`src/rtl/lcd_scan_pkg.sv`:
```
// Shared widths and the active period setting for the dual-scan timing block.
// Assumes groups of 8 pixel enables and 4-subpixel nibbles per panel half.
package lcd_scan_pkg;

    localparam int VD_W   = 10;  // vertical display rows field
    localparam int VN_W   = 6;   // vertical blanking lines field
    localparam int HD_W   = 7;   // horizontal display groups field
    localparam int HN_W   = 5;   // horizontal blanking groups field
    localparam int GRP    = 8;   // pixel enables per horizontal unit
    localparam int GRP_SH = $clog2(GRP);
    localparam int NIB    = 4;   // subpixels per half per shift
    localparam int DAT_W  = 16;  // panel data bus width
    localparam int HCNT_W = 12;  // holds (2^HD_W + 2^HN_W) * GRP
    localparam int VCNT_W = 10;  // holds 2^(VD_W-1) + 2^VN_W

    typedef struct packed {
        logic [VD_W-1:0] vrows;
        logic [VN_W-1:0] vblank;
        logic [HD_W-1:0] hgroups;
        logic [HN_W-1:0] hblank;
    } scan_cfg_t;

endpackage

```
`src/rtl/scan_hcount.sv`:
```
// Horizontal position counter, advanced by pixel enables.
// Assumes hdisp_len + GRP <= htot_len, which holds because the blanking
// span is always at least one group.
module scan_hcount
    import lcd_scan_pkg::*;
(
    input  logic              clk,
    input  logic              rst_n,
    input  logic              pix_en,
    input  logic [HCNT_W-1:0] hdisp_len,
    input  logic [HCNT_W-1:0] htot_len,
    output logic              h_act,
    output logic              line_win,
    output logic              line_last
);

    logic [HCNT_W-1:0] hpos;

    // Position within the line period, wraps after the last enable.
    always_ff @(posedge clk) begin
        if (!rst_n) begin
            hpos <= '0;
        end else if (pix_en) begin
            hpos <= line_last ? '0 : hpos + HCNT_W'(1);
        end
    end

    // Decode display span, line-strobe window and last position.
    always_comb begin
        h_act     = hpos < hdisp_len;
        line_win  = (hpos >= hdisp_len) && (hpos < hdisp_len + HCNT_W'(GRP));
        line_last = hpos == htot_len - HCNT_W'(1);
    end

endmodule

```
`src/rtl/scan_vcount.sv`:
```
// Vertical line-period counter; one count covers an upper/lower row pair.
// Assumes vtot_len >= 1, which holds because blanking is at least one line.
module scan_vcount
    import lcd_scan_pkg::*;
(
    input  logic              clk,
    input  logic              rst_n,
    input  logic              pix_en,
    input  logic              line_last,
    input  logic [VCNT_W-1:0] vdisp_len,
    input  logic [VCNT_W-1:0] vtot_len,
    output logic              v_act,
    output logic              frame_line,
    output logic              frame_end
);

    logic [VCNT_W-1:0] vpos;
    logic              line_step;

    // A line step happens on the enable that ends a line period.
    assign line_step = pix_en && line_last;

    // Line-period index within the frame.
    always_ff @(posedge clk) begin
        if (!rst_n) begin
            vpos <= '0;
        end else if (line_step) begin
            vpos <= frame_line ? '0 : vpos + VCNT_W'(1);
        end
    end

    // Decode display lines, the frame-marker line and the frame wrap.
    always_comb begin
        v_act      = vpos < vdisp_len;
        frame_line = vpos == vtot_len - VCNT_W'(1);
        frame_end  = line_step && frame_line;
    end

endmodule

```
`src/rtl/subpixel_pack.sv`:
```
// Packs one subpixel group per panel half onto the data bus and issues the
// shift pulse. The earliest subpixel (input bit 0) goes to the top nibble bit.
// Data returns to zero on any enable that is not a shift.
module subpixel_pack
    import lcd_scan_pkg::*;
(
    input  logic             clk,
    input  logic             rst_n,
    input  logic             pix_en,
    input  logic             shift_now,
    input  logic [NIB-1:0]   up_sub,
    input  logic [NIB-1:0]   lo_sub,
    output logic             fp_shift,
    output logic [DAT_W-1:0] fp_dat
);

    localparam int PAD_W = DAT_W - 2 * NIB;

    logic [NIB-1:0] up_rev;
    logic [NIB-1:0] lo_rev;

    // Bit reversal so stream order runs from the nibble's top bit down.
    for (genvar i = 0; i < NIB; i++) begin : g_rev
        assign up_rev[NIB-1-i] = up_sub[i];
        assign lo_rev[NIB-1-i] = lo_sub[i];
    end

    // Shift strobe: one clock after each consuming enable.
    always_ff @(posedge clk) begin
        if (!rst_n) begin
            fp_shift <= 1'b0;
        end else begin
            fp_shift <= shift_now;
        end
    end

    // Data register, updated only on pixel enables.
    always_ff @(posedge clk) begin
        if (!rst_n) begin
            fp_dat <= '0;
        end else if (pix_en) begin
            fp_dat <= shift_now ? {{PAD_W{1'b0}}, up_rev, lo_rev} : '0;
        end
    end

endmodule

```
`src/rtl/dual_scan_lcd_timing.sv`:
```
// Top of the dual-scan color panel timing generator.
// Holds the active period setting (reloaded at frame wrap), derives period
// lengths, and drives the line, frame and polarity strobes.
// Assumes the source presents a subpixel group whenever data_req is high.
module dual_scan_lcd_timing
    import lcd_scan_pkg::*;
#(
    parameter int PANEL_W     = 640,
    parameter int SUB_PER_PIX = 3
) (
    input  logic             clk,
    input  logic             rst_n,
    input  logic             pix_en,
    input  logic [VD_W-1:0]  vdisp_cfg,
    input  logic [VN_W-1:0]  vndp_cfg,
    input  logic [HD_W-1:0]  hdisp_cfg,
    input  logic [HN_W-1:0]  hndp_cfg,
    input  logic [NIB-1:0]   up_sub,
    input  logic [NIB-1:0]   lo_sub,
    output logic             data_req,
    output logic             fp_frame,
    output logic             fp_line,
    output logic             fp_shift,
    output logic             fp_mod,
    output logic [DAT_W-1:0] fp_dat,
    output logic             cfg_err
);

    localparam int SHIFTS_PER_LINE = PANEL_W * SUB_PER_PIX / NIB;

    scan_cfg_t         cfg_in;
    scan_cfg_t         cfg_act;
    logic [HCNT_W-1:0] hdisp_len;
    logic [HCNT_W-1:0] hblank_len;
    logic [HCNT_W-1:0] htot_len;
    logic [VCNT_W:0]   vrows_p1;
    logic [VCNT_W-1:0] vdisp_len;
    logic [VCNT_W-1:0] vtot_len;
    logic              h_act;
    logic              line_win;
    logic              line_last;
    logic              v_act;
    logic              frame_line;
    logic              frame_end;

    assign cfg_in = '{vrows: vdisp_cfg, vblank: vndp_cfg,
                      hgroups: hdisp_cfg, hblank: hndp_cfg};

    // Active setting: captured in reset and at each frame wrap.
    always_ff @(posedge clk) begin
        if (!rst_n) begin
            cfg_act <= cfg_in;
        end else if (frame_end) begin
            cfg_act <= cfg_in;
        end
    end

    // Period lengths from the active setting.
    always_comb begin
        hdisp_len  = (HCNT_W'(cfg_act.hgroups) + HCNT_W'(1)) << GRP_SH;
        hblank_len = (HCNT_W'(cfg_act.hblank) + HCNT_W'(1)) << GRP_SH;
        htot_len   = hdisp_len + hblank_len;
        vrows_p1   = (VCNT_W + 1)'(cfg_act.vrows) + (VCNT_W + 1)'(1);
        vdisp_len  = vrows_p1[VCNT_W:1];
        vtot_len   = vdisp_len + VCNT_W'(cfg_act.vblank) + VCNT_W'(1);
        cfg_err    = hdisp_len != HCNT_W'(SHIFTS_PER_LINE);
    end

    scan_hcount u_hcount (
        .clk       (clk),
        .rst_n     (rst_n),
        .pix_en    (pix_en),
        .hdisp_len (hdisp_len),
        .htot_len  (htot_len),
        .h_act     (h_act),
        .line_win  (line_win),
        .line_last (line_last)
    );

    scan_vcount u_vcount (
        .clk        (clk),
        .rst_n      (rst_n),
        .pix_en     (pix_en),
        .line_last  (line_last),
        .vdisp_len  (vdisp_len),
        .vtot_len   (vtot_len),
        .v_act      (v_act),
        .frame_line (frame_line),
        .frame_end  (frame_end)
    );

    // A group is consumed on enables inside the display area.
    assign data_req = pix_en && h_act && v_act;

    subpixel_pack u_pack (
        .clk       (clk),
        .rst_n     (rst_n),
        .pix_en    (pix_en),
        .shift_now (data_req),
        .up_sub    (up_sub),
        .lo_sub    (lo_sub),
        .fp_shift  (fp_shift),
        .fp_dat    (fp_dat)
    );

    // Line and frame strobes, registered on pixel enables.
    always_ff @(posedge clk) begin
        if (!rst_n) begin
            fp_line  <= 1'b0;
            fp_frame <= 1'b0;
        end else if (pix_en) begin
            fp_line  <= line_win;
            fp_frame <= frame_line;
        end
    end

    // Polarity toggle at each frame wrap.
    always_ff @(posedge clk) begin
        if (!rst_n) begin
            fp_mod <= 1'b0;
        end else if (frame_end) begin
            fp_mod <= ~fp_mod;
        end
    end

endmodule

```
`config.mk`:
```
export PLATFORM = sky130hd
export DESIGN_NAME = dual_scan_lcd_timing
export DESIGN_NICKNAME = d
export VERILOG_FILES = /design/src/rtl/lcd_scan_pkg.sv /design/src/rtl/scan_hcount.sv /design/src/rtl/scan_vcount.sv /design/src/rtl/subpixel_pack.sv /design/src/rtl/dual_scan_lcd_timing.sv
export SDC_FILE = /design/constraint.sdc
export NUM_CORES = 1
export LEC_CHECK = 0
export ABC_AREA = 1
export ABC_CLOCK_PERIOD_IN_PS = 3550
export BUFFER_PORTS_ARGS = -buffer_cell sky130_fd_sc_hd__buf_2
export CORE_MARGIN = 4
export CORE_UTILIZATION = 53
export CTS_BUF_LIST = sky130_fd_sc_hd__clkbuf_16
export DETAILED_ROUTE_END_ITERATION = 6
export PLACE_DENSITY = 0.79
export SLEW_MARGIN = 15
export SYNTH_ARGS = -nofsm -noshare
export SYNTH_HDL_FRONTEND = slang
export SYNTH_SLANG_ARGS = --single-unit
```
`constraint.sdc`:
```
create_clock -name clk -period 3.55 [get_ports clk]
set_input_delay 0.355 -clock clk [delete_from_list [all_inputs] [get_ports clk]]
set_output_delay 0.355 -clock clk [all_outputs]
set_load 0.005 [all_outputs]
```
After elaboration in Yosys (flattened, before gate mapping) --
Index checks and enable logic that the tools add are counted.
Storage, ports and cells: register bits 70, input bits 39, output and inout port bits 22, logic and storage cells 41
Operators by class: $add $sub $neg 11, order comparisons 4, equality and inequality tests 4, multiplexer cells 5, bitwise logic cells 1, reductions and logical operators 5
Operator list (count):
- $mux W28 | 2
- $add A10 B1 Y10 const B | 2
- $add A11 B4 Y12 const B | 1
- $add A11 B9 Y12 | 1
- $add A12 B1 Y12 const B | 1
- $eq A12 B12 Y1 | 1
- $ge A12 B11 Y1 | 1
- $lt A12 B11 Y1 | 1
- $lt A12 B12 Y1 | 1
- $mux W12 | 1
- $sub A12 B1 Y12 const B | 1
- $add A10 B1 Y11 const B | 1
- $add A10 B6 Y10 | 1
- $eq A10 B10 Y1 | 1
- $lt A10 B10 Y1 | 1
- $mux W10 | 1
- $sub A10 B1 Y10 const B | 1
- $add A7 B1 Y8 const B | 1
- $mux W8 | 1
- $ne A8 B6 Y1 const B | 1
- $add A5 B1 Y6 const B | 1
- $logic_and A1 B1 Y1 | 5
- $ne A2 B1 Y1 const B | 1
- $not A1 Y1 | 1

Longest topological paths before layout --
Gate-level depths: netlist (run 1).
depth in word-level cells 8, depth in mapped cells 25, mapped depth without buffers 24

Hierarchy --
From an unflattened synthesis (run 1), not the netlist that was laid out.
Unflattened totals: cell total of the unflattened synthesis 751, area, all modules 5401.4 um^2
Modules (own cells, without submodules):
- dual_scan_lcd_timing | times used 1, cells each 229, area an instance 2033.2 um^2, sequential area each 900.9 um^2
- scan_hcount | times used 1, cells each 295, area an instance 1820.5 um^2, sequential area each 240.2 um^2
- scan_vcount | times used 1, cells each 179, area an instance 1162.4 um^2, sequential area each 200.2 um^2
- subpixel_pack | times used 1, cells each 48, area an instance 385.4 um^2, sequential area each 180.2 um^2

Worst setup path after synthesis (run 1) --
OpenSTA, ideal clock, no wires.
kind register -> register, start point register cfg_act[5] in the netlist's numbering, end point register cfg_act[0] in the netlist's numbering, enable pin, setup time 0.375 ns, arrival time 3.225 ns, required time 3.175 ns, path slack -0.050 ns, cell stages (with the launch flop) 16, buffers on the path 0, clock period less this slack 3.600 ns, path through edfxtp_1 ha_1 xor2_1 inv_1 ha_1 fa_1 xor2_1 nand2_1 nor3_1 and2_0 nand2_1 nor2_1 nand2_1 nor2_4 nand3_1 nand2_2
Between the ends: cells in the longest elaborated chain, start to end 7
Ends and longest elaborated chain:
- start: declaration | RTL line dual_scan_lcd_timing.sv:32 | scan_cfg_t cfg_act;
- start signal: assignment | RTL line dual_scan_lcd_timing.sv:52 | cfg_act <= cfg_in;
- start signal: assignment | RTL line dual_scan_lcd_timing.sv:54 | cfg_act <= cfg_in;
- $add A7 B1 Y8 | RTL line dual_scan_lcd_timing.sv:60 | hdisp_len = (HCNT_W'(cfg_act.hgroups) + HCNT_W'(1)) << GRP_SH;
- $add A11 B9 Y12 | RTL line dual_scan_lcd_timing.sv:62 | htot_len = hdisp_len + hblank_len;
- $sub A12 B1 Y12 | RTL line scan_hcount.sv:32 | line_last = hpos == htot_len - HCNT_W'(1);
- $eq A12 B12 Y1 | RTL line scan_hcount.sv:32
- $logic_and A1 B1 Y1 | RTL line scan_vcount.sv:21 | assign line_step = pix_en && line_last;
- $logic_and A1 B1 Y1 | RTL line scan_vcount.sv:36 | frame_end = line_step && frame_line;
- $ne A2 B1 Y1 (no line)
Every way passes these cells. A chain may end at the register's enable or synchronous reset.

Worst setup path in the final report (run 1) --
start point register cfg_act[5] in the netlist's numbering, end point register cfg_act[9] in the netlist's numbering, enable pin
Same word-level chain as after synthesis.

==> flow_summary_export.csv, run 1 <==
group,metric,value,unit
grt,grt_overflow_total,0,
power,p_int,1.52,mW
clocking,clockBufferDepth,2,
worst_setup_path,path_max_fanout,6,
worst_setup_path,cp-startpoint,"cfg_act[5]$_DFFE_PP_",
routing,first_pass_iters,6,
cells_and_area,layout_common_cells,"172 x nand2_1, 83 x inv_1, 54 x nor2_1, 52 x buf_2, 40 x nand3_1",
clocking,cts.sinks,62,
timing,timing.final.crit_share,99.3,%
floorplan,io_pins,61,
synthesis,ys_seq_elements,62,
floorplan,die_h,101,um
cells_and_area,drive_gt1_share,17.4,%
synthesis,synth_warnings,0,
routing,drtIter0Drc,329,
timing,worst_pin_slew,589,ps
synthesis,synth_edf_count,28,
synthesis,synthArstFlopShare,0,%
placement,gp_congestion,0.983,
grt,grt_pass1_wl,18600,um
min_path,worstHoldStart,"vndp_cfg[1]",
timing,fin_skew,8.73,ps
clocking,cts_inserted_buffers,9,
placement,place_area,5040,um2
power,power_density,406,nW/um2
routing,totalWireLength,11800,um
floorplan,rows,33,
timing,fin_setup_tns,0,ps
synthesis,synth.distinct_cells,37,
cells_and_area,nNetsFinal,790,
cells_and_area,nFillCells,683,
worst_setup_path,start_kind,"flop",
floorplan,core,8340,um2
grt,track_usage,22.6,%
power,p_sw,737,uW
cells_and_area,areaGrowthSynthToFinish,21.1,%
clocking,cts_root_buf,"clkbuf_16",
power,combPwrFrac,28.6,%
placement,dp_hpwl,8650,um
run,maxCapViolations,0,
worst_setup_path,arrival,3560,ps
synthesis,synth_area,4600,um2
routing,drc,0,
clocking,clkTransAtPathRegs,60,ps
timing,fin_ws,25.6,ps
worst_setup_path,crit_type,"reg2reg",
synthesis,seq_area_frac_synth,33.1,%
cells_and_area,fin_area,5570,um2
grt,grt_pass1_vias,4111,
routing,avgViaCountPerCell,5.41,
synthesis,synthFlopType,"dfxtp_1",
clocking,clkLatencyLatePin,330,ps
worst_setup_path,cp.required,3590,ps
cells_and_area,n_antenna_cell,0,
placement,pre_cts_ws,-77.9,ps
routing,vias,4418,
synthesis,netlist_instances,627,
timing,slew_violations,0,
power,leakagePower,2.69,nW
worst_setup_path,crit_path_end_kind,"flop",
grt,grt_max_degree,24,
floorplan,die_x,101,um
floorplan,dieArea,10200,um2
routing,ant_nets,0,
timing,period_minus_slack,3520,ps
clocking,cts_tree,"built",
cells_and_area,final_common_cell,"nand2_1",
min_path,hold_class,"in2reg",
clocking,h-tree-depth,3,
worst_setup_path,r2r-start,"cfg_act[5]$_DFFE_PP_",
power,seqPwrFrac,36.0,%
timing,fmaxAchievable,0.284,GHz
synthesis,synth_area_per_cell,7.33,um2
power,swShare,32.6,%
timing,rsz0062_at_grt,"yes",
floorplan,start_util,55.1,%
run_status,status,"completed",
power,report.power.total,2.26,mW
grt,antenna_found_initial,0,
placement,io_buffers,52,
timing,hold_violations,0,
routing,wire_per_inst,14.5,um
power,vdd_drop_max,0.237,mV
power,pwr-share-clk,35.3,%
timing,max_slew_margin,60.6,%
timing,setup_viol,0,
[area by class of cell]
cell class	count	area [um2]	area share [%]
Multi-Input combinational cell	473	2810	50.5
Sequential cell	62	1520	27.3
Timing Repair Buffer	76	520	9.35
Inverter	84	315	5.67
Clock buffer	9	225	4.05
Tap cell	105	131	2.36
Clock inverter	7	41.3	0.742
[cell usage after synthesis (2+ instances only)]
cell type / instances / area share, %
fa_1: 2 / 0.87
nor2_1: 55 / 4.5
xor2_1: 25 / 4.8
conb_1: 2 / 0.16
ha_1: 43 / 12
nor2_4: 2 / 0.49
a21oi_1: 21 / 2.3
o21bai_2: 3 / 0.74
nor2_2: 3 / 0.41
o21ai_0: 11 / 1.2
buf_2: 2 / 0.22
nand2_1: 175 / 14
o21ai_1: 3 / 0.33
nor3_1: 15 / 1.6
nand2_2: 2 / 0.27
edfxtp_1: 28 / 18
nand3_1: 43 / 4.7
or2_2: 3 / 0.41
clkbuf_1: 2 / 0.16
inv_1: 83 / 6.8
buf_4: 9 / 1.5
nand3b_1: 5 / 0.82
xnor2_1: 14 / 2.7
nand3_2: 2 / 0.44
nand4_1: 29 / 3.9
dfxtp_1: 34 / 15
[power groups by stage]
stage          sequential [mW]  combinational (mW)  clock [mW]
3_5_place_dp             0.828               0.569           0
4_1_cts                  0.814               0.576       0.805
3_3_place_gp             0.826               0.543           0
6_report                 0.814               0.647       0.799
5_1_grt                  0.819               0.725       0.846
2_1_floorplan            0.821               0.430           0
[repair_timing]
item                                    CTS  global route
resized for setup                         4            21
setup buffers                             0            11
gates cloned                              0             3
endpoints found under the setup margin   28            52
pin swaps                                 1             6
hold buffers                              0             0
[flip-flops by register name, summed over array words and instances (netlist names)]
| name | cells |
|---|---|
| fp_frame | 1 |
| fp_line | 1 |
| cfg_act | 28 |
| fp_mod | 1 |
| u_pack.fp_shift | 1 |
| u_vcount.vpos | 10 |
| u_pack.fp_dat | 8 |
| u_hcount.hpos | 12 |
[final timing paths]
| check | end | slack (ps) | depth (start not counted) |
|---|---|---|---|
| max reg2reg | cfg_act[9]$_DFFE_PP_ | 30 | 22 |
| min | cfg_act[13]$_DFFE_PP_ | 200 | 1 |
| max | cfg_act[9]$_DFFE_PP_ | 30 | 22 |
| min reg2reg | fp_line$_SDFFE_PN0P_ | 450 | 2 |
[worst max-delay path, cell delays in order (launching register included)]
cell and delay [ps]:
edfxtp_1 400, buf_4 160, buf_4 140, nand3_1 130, xor2_1 180, buf_4 170
xnor2_1 80, ha_1 400, nand2_1 100, inv_1 90, nand3_1 100, nand3_1 110
nand2_2 80, nand2_1 90, nand2_1 70, nand2_1 80, nand2_1 70, nand2_1 60
nand2_1 90, nor2_4 190, nand3_4 120, nand2_8 150, clkbuf_16 160
[cell families after synthesis]
logic type,Yosys count,synth area share [%]
AO/OA/AOI/OAI,43,5.36
XOR/XNOR,39,7.43
adder cells (fa/ha/maj),45,12.6
buffers and inverters,99,9.04
flip-flops,62,33.1
other,2,0.163
AND/OR/NAND/NOR,337,32.3
[metrics by stage]
stage                     hold WS [ps]  instances  utilization (%)
after detailed placement           442        787             60.4
final                              202        816             66.7
after global routing               195        816             66.7
after global placement             434        787             60.4
after floorplan                    448        634                -
after CTS                          200        803             63.9
[layer usage]
layer  vias up  wire length (um)  track usage [%]
li1       2188                 -                -
met2       184              5700             37.8
met5         -                 0                0
met3        31               841             3.74
met4         0               218             7.06
met1      2015              5050             30.0
Note: power is estimated with default switching activity, not from simulation.
==> inputs of run 2 (changes only) <==
--- a/config.mk
+++ b/config.mk
@@ -9,10 +9,10 @@
 export ABC_CLOCK_PERIOD_IN_PS = 3550
 export BUFFER_PORTS_ARGS = -buffer_cell sky130_fd_sc_hd__buf_2
 export CORE_MARGIN = 4
-export CORE_UTILIZATION = 53
+export CORE_UTILIZATION = 46
 export CTS_BUF_LIST = sky130_fd_sc_hd__clkbuf_16
 export DETAILED_ROUTE_END_ITERATION = 6
-export PLACE_DENSITY = 0.79
+export PLACE_DENSITY = 0.7
 export SLEW_MARGIN = 15
 export SYNTH_ARGS = -nofsm -noshare
 export SYNTH_HDL_FRONTEND = slang
==> run 2 against run 1 <==
Effect of this change: wire length shrank 6.4%; highest routed layer unchanged; sequential power about the same; via count shrank 2.9%; non-clock buffer count rose by 2; sequential share of layout area down 0.092 points; register-to-register slack about the same; maximum frequency about the same; first-iteration DRC count is 13% lower; global-route usage is 3.2 points lower; clock skew decreased by 2.4 ps.
==> flow_summary_export.csv, run 2 (synthesis gave the netlist of run 1 again) <==
group,metric,value,unit
run_status,status,"completed",
routing,routed-wl-met3,523,um
grt,grt_pass1_wl,18100,um
clocking,clkTransAtPathRegs,60,ps
cells_and_area,areaGrowthSynthToFinish,21.5,%
floorplan,start_util,47.2,%
routing,drtIter0Drc,286,
timing,worst_pin_slew,584,ps
grt,track_usage,19.4,%
floorplan,die_x,108,um
routing,top_layer_used,"met4",
grt,grt_pass1_vias,3953,
floorplan,rows,36,
timing,max_slew_margin,61.0,%
cells_and_area,final_common_cell,"nand2_1",
worst_setup_path,crit_type,"reg2reg",
power,seqPwrFrac,35.9,%
power,swShare,31.2,%
placement,dp_cells,819,
power,pwr-share-clk,36.9,%
worst_setup_path,cp-startpoint,"cfg_act[5]$_DFFE_PP_",
routing,wire_per_inst,13.1,um
floorplan,core,9730,um2
cells_and_area,n_antenna_cell,0,
worst_setup_path,slowest_delay,520,ps
cells_and_area,layout_common_cells,"172 x nand2_1, 82 x inv_1, 54 x nor2_1, 52 x buf_2, 41 x nand3_1",
timing,rsz0062_at_grt,"yes",
power,report.power.total,2.26,mW
cells_and_area,nNetsFinal,792,
worst_setup_path,r2r-start,"cfg_act[5]$_DFFE_PP_",
worst_setup_path,reg2regPathDepth,18,
routing,drc,0,
timing,setup_viol,0,
timing,fin_skew,6.33,ps
timing,slew_violations,0,
min_path,hold_class,"in2reg",
min_path,worstHoldStart,"vndp_cfg[2]",
power,power_density,405,nW/um2
worst_setup_path,cp.required,3590,ps
power,p_int,1.56,mW
routing,totalWireLength,11100,um
clocking,clockBufferDepth,2,
timing,hold_violations,0,
timing,period_minus_slack,3520,ps
routing,vias,4288,
timing,hold_slack,200,ps
worst_setup_path,arrival,3560,ps
floorplan,dieArea,11700,um2
power,combPwrFrac,27.2,%
clocking,h-tree-depth,3,
cells_and_area,top_register,"cfg_act",
cells_and_area,drive_gt1_share,17.1,%
floorplan,io_pins,61,
timing,fmaxAchievable,0.284,GHz
timing,fin_setup_tns,0,ps
worst_setup_path,crit_end,"cfg_act[24]$_DFFE_PP_",
clocking,cts.sinks,62,
clocking,holdBufCountCts,0,
power,leakagePower,2.70,nW
grt,grt_max_degree,25,
worst_setup_path,crit_path_end_kind,"flop",
routing,avgViaCountPerCell,5.07,
worst_setup_path,crit_top_cell,"nand2_1",
routing,m1WireLength,5060,um
worst_setup_path,path_max_fanout,8,
grt,antenna_found_initial,0,
power,p_sw,707,uW
routing,route.met2.wl,5270,um
clocking,cts_inserted_buffers,9,
routing,ant_nets,0,
power,vdd_drop_max,0.298,mV
cells_and_area,final_cells,846,
routing,first_pass_iters,5,
clocking,clkLatencyLatePin,330,ps
floorplan,die_h,108,um
placement,gp_congestion,0.942,
worst_setup_path,r2r_slack,30,ps
clocking,cts_tree,"built",
clocking,cts_root_buf,"clkbuf_16",
cells_and_area,reg_top3,"cfg_act x28, u_hcount.hpos x12, u_vcount.vpos x10",
cells_and_area,largest_register_ffs,28,
timing,timing.final.crit_share,99.2,%
worst_setup_path,path_cells,"inv_1 > ha_1 > ha_1 > inv_1 > ha_2 > inv_2 > fa_2 > xor2_1 > nand2_1 > nor3_2 > and2_1 > nand2_1 > nor2_1 > nand2_1 > nor2_4 > nand3_2 > nand2_4 > clkbuf_16",
grt,grt_overflow_total,0,
worst_setup_path,worst_path_max_delay_cell,"fa_2",
worst_setup_path,regToRegEndpoint,"cfg_act[24]$_DFFE_PP_",
placement,io_buffers,52,
worst_setup_path,start_kind,"flop",
run,maxCapViolations,0,
placement,dp_hpwl,8510,um
==> run 2: cell types whose count changed in the layout (fill, tap and decap cells not counted), sizes merged <==
cell and change:
clkbuf +1, buf +2, inv +1, clkinv -2
==> run 2: power by group through the flow <==
stage          Sequential, mW  Combinational (mW)  Clock, mW
6_report                0.812               0.616      0.836
5_1_grt                 0.817               0.705      0.888
4_1_cts                 0.812               0.572      0.848
3_5_place_dp            0.827               0.568          0
3_3_place_gp            0.825               0.551          0
2_1_floorplan           0.821               0.430          0
==> run 2: per-layer routing <==
metal,GRT usage [%],vias up
met5,0,-
met4,5.23,0
met3,4.00,20
met2,31.6,108
met1,26.4,1967
li1,-,2193
==> run 2: through the flow <==
stage / setup slack, ps / instance area, um2 / util (%)
3_3_place_gp: 86.8 / 5080 / 52.2
4_1_cts: 33.2 / 5360 / 55.1
6_report: 28.0 / 5580 / 57.4
2_1_floorplan: 109 / 4630 / -
3_5_place_dp: 64.1 / 5080 / 52.2
5_1_grt: -174 / 5580 / 57.4
==> run 2: area by class of cell <==
type                            count  area (um2)
Clock buffer                       10         250
Clock inverter                      6        32.5
Fill cell                         925        4150
Inverter                           84         315
Multi-Input combinational cell    473        2760
Sequential cell                    62        1520
Tap cell                          133         166
Timing Repair Buffer               78         536
==> run 2: timing repair <==
action	in CTS	in global routing
resized for setup	0	21
buffers inserted	0	11
setup endpoints to repair	0	49
==> run 2: worst min path at each step <==
| stage | to | slack (ps) | cells past startpoint |
|---|---|---|---|
| finish | cfg_act[14]$_DFFE_PP_ | 200 | 1 |
| global route | cfg_act[12]$_DFFE_PP_ | 190 | 1 |
| CTS | cfg_act[14]$_DFFE_PP_ | 190 | 1 |
| detailed placement | u_pack.fp_dat[4]$_SDFFE_PN0P_ | 440 | 2 |
| global placement | u_pack.fp_dat[3]$_SDFFE_PN0P_ | 440 | 2 |
| floorplan | fp_line$_SDFFE_PN0P_ | 450 | 2 |
==> run 2: critical path, delay by kind of cell (launching register included) <==
| kind | cells | cell delay, ps |
|---|---|---|
| flip-flops | 1 | 430 |
| XOR/XNOR | 1 | 150 |
| adder cells (fa/ha/maj) | 4 | 1240 |
| AND/OR/NAND/NOR | 9 | 1010 |
| buffers and inverters | 4 | 400 |
==> inputs of run 3 (changes only) <==
--- a/config.mk
+++ b/config.mk
@@ -13,6 +13,7 @@
 export CTS_BUF_LIST = sky130_fd_sc_hd__clkbuf_16
 export DETAILED_ROUTE_END_ITERATION = 6
 export PLACE_DENSITY = 0.7
+export REMOVE_ABC_BUFFERS = 1
 export SLEW_MARGIN = 15
 export SYNTH_ARGS = -nofsm -noshare
 export SYNTH_HDL_FRONTEND = slang
==> run 3 against run 2 <==
Effect of this change: combinational power grew 2%; final area grew 2.5%; clock-buffer cell count grew 1; critical path depth is the same; sequential share of layout area shrank 0.66 points; via count grew 0.82%; maximum frequency grew 0.49%; clock skew grew 1.4 ps; register-to-register slack gained 20 ps; first-iteration DRC count shrank 29%; critical path type unchanged; critical endpoint is now cfg_act[7]$_DFFE_PP_; largest power group unchanged; highest routed layer unchanged.
==> flow_summary_export.csv, run 3 (synthesis gave the netlist of run 1 again) <==
group,metric,value,unit
run_status,status,"completed",
timing,worst_pin_slew,579,ps
power,swShare,30.6,%
placement,gp_congestion,0.904,
timing,fin_skew,7.69,ps
timing,slew_violations,0,
routing,vias,4323,
clocking,cts_inserted_buffers,9,
cells_and_area,final_common_cell,"nand2_1",
placement,dp_hpwl,8330,um
cells_and_area,drive_gt1_share,18.4,%
worst_setup_path,crit_type,"reg2reg",
cells_and_area,nFillCells,855,
worst_setup_path,cp.required,3600,ps
clocking,h-tree-depth,3,
placement,io_buffers,52,
grt,grt_pass1_vias,4092,
routing,first_pass_iters,5,
grt,track_usage,19.4,%
power,p_int,1.70,mW
routing,avgViaCountPerCell,5.12,
power,report.power.total,2.44,mW
routing,wire_per_inst,13.6,um
routing,route.met2.wl,5640,um
worst_setup_path,arrival,3550,ps
timing,fmaxAchievable,0.285,GHz
timing,rsz0062_at_grt,"yes",
cells_and_area,nNetsFinal,791,
power,pwr-share-clk,41.0,%
timing,hold_violations,0,
floorplan,rows,36,
routing,totalWireLength,11500,um
timing,setup_viol,0,
worst_setup_path,start_kind,"flop",
cells_and_area,reg_top3,"cfg_act x28, u_hcount.hpos x12, u_vcount.vpos x10",
power,leakagePower,2.73,nW
floorplan,dieArea,11700,um2
clocking,cts_tree,"built",
timing,fin_setup_tns,0,ps
routing,drc,0,
cells_and_area,top_register,"cfg_act",
power,seqPwrFrac,33.4,%
grt,grt_pass1_wl,18200,um
floorplan,die_x,108,um
routing,m1WireLength,4990,um
timing,period_minus_slack,3500,ps
worst_setup_path,r2r_slack,50,ps
timing,max_slew_margin,61.3,%
routing,drtIter0Drc,203,
cells_and_area,largest_register_ffs,28,
worst_setup_path,crit_path_end_kind,"flop",
floorplan,die_h,108,um
clocking,holdBufCountCts,0,
routing,routed-wl-met3,516,um
routing,top_layer_used,"met4",
power,vdd_drop_max,0.250,mV
power,p_sw,748,uW
power,combPwrFrac,25.7,%
clocking,clkLatencyLatePin,330,ps
power,power_density,427,nW/um2
run,maxCapViolations,0,
cells_and_area,layout_common_cells,"172 x nand2_1, 80 x inv_1, 54 x nor2_1, 52 x buf_2, 40 x nand3_1",
grt,antenna_found_initial,0,
clocking,clockBufferDepth,2,
cells_and_area,areaGrowthSynthToFinish,24.5,%
routing,ant_nets,0,
grt,grt_overflow_total,0,
cells_and_area,n_antenna_cell,0,
clocking,clkTransAtPathRegs,60,ps
min_path,hold_class,"in2reg",
clocking,cts.sinks,62,
clocking,cts_root_buf,"clkbuf_16",
timing,timing.final.crit_share,98.7,%
grt,grt_max_degree,36,
floorplan,start_util,47.2,%
floorplan,io_pins,61,
floorplan,core,9730,um2
worst_setup_path,path_max_fanout,6,
==> run 3: area by class of cell <==
type	instances	area, um2	area share [%]
Timing Repair Buffer	77	536	9.36
Tap cell	133	166	2.91
Clock buffer	11	275	4.81
Clock inverter	5	67.6	1.18
Inverter	84	318	5.55
Sequential cell	62	1520	26.6
Multi-Input combinational cell	473	2840	49.6
==> run 3: worst max-delay path: stages, from the launching register on <==
cell and delay [ps]:
edfxtp_1 460, buf_6 170, ha_4 270, ha_4 200
inv_4 50, ha_4 130, inv_2 40, fa_2 530
xor2_1 140, nand2_1 80, nor3_2 140, and2_1 140
nand2_1 50, nor2_1 110, nand2_1 100, nor2_4 140
nand3_2 100, nand2_4 190, clkbuf_16 180
==> run 3: per-layer routing <==
| layer | global-route usage, % | up-vias |
|---|---|---|
| li1 | - | 2191 |
| met1 | 24.2 | 2003 |
| met2 | 33.5 | 104 |
| met3 | 3.34 | 25 |
| met4 | 7.48 | 0 |
| met5 | 0 | - |
==> run 3: final timing paths <==
kind,from,to,depth (start not counted)
max,cfg_act[6]$_DFFE_PP_,cfg_act[7]$_DFFE_PP_,18
min,vndp_cfg[0],cfg_act[12]$_DFFE_PP_,1
max reg2reg,cfg_act[6]$_DFFE_PP_,cfg_act[7]$_DFFE_PP_,18
min reg2reg,u_pack.fp_dat[2]$_SDFFE_PN0P_,u_pack.fp_dat[2]$_SDFFE_PN0P_,2
==> run 3: power groups by stage <==
stage          registers, mW  logic [mW]  clock network (mW)
6_report               0.815       0.627                1.00
5_1_grt                0.819       0.720                1.05
4_1_cts                0.812       0.565                1.02
3_5_place_dp           0.827       0.562                   0
3_3_place_gp           0.826       0.543                   0
2_1_floorplan          0.822       0.417                   0
==> run 3: repair_timing <==
action	4_1_cts	5_1_grt
setup buffers	0	6
resized for setup	0	33
endpoints found under the setup margin	0	48
==> run 3: through the flow <==
step	util [%]	instances	instance area, um2	hold slack [ps]	worst slack, ps
finish	58.8	845	5720	192	45.3
CTS	55.5	833	5400	184	10.6
global placement	52.0	817	5060	436	95.2
floorplan	-	619	4520	448	-162
detailed placement	52.0	817	5060	437	23.7
global route	58.8	845	5720	186	-143
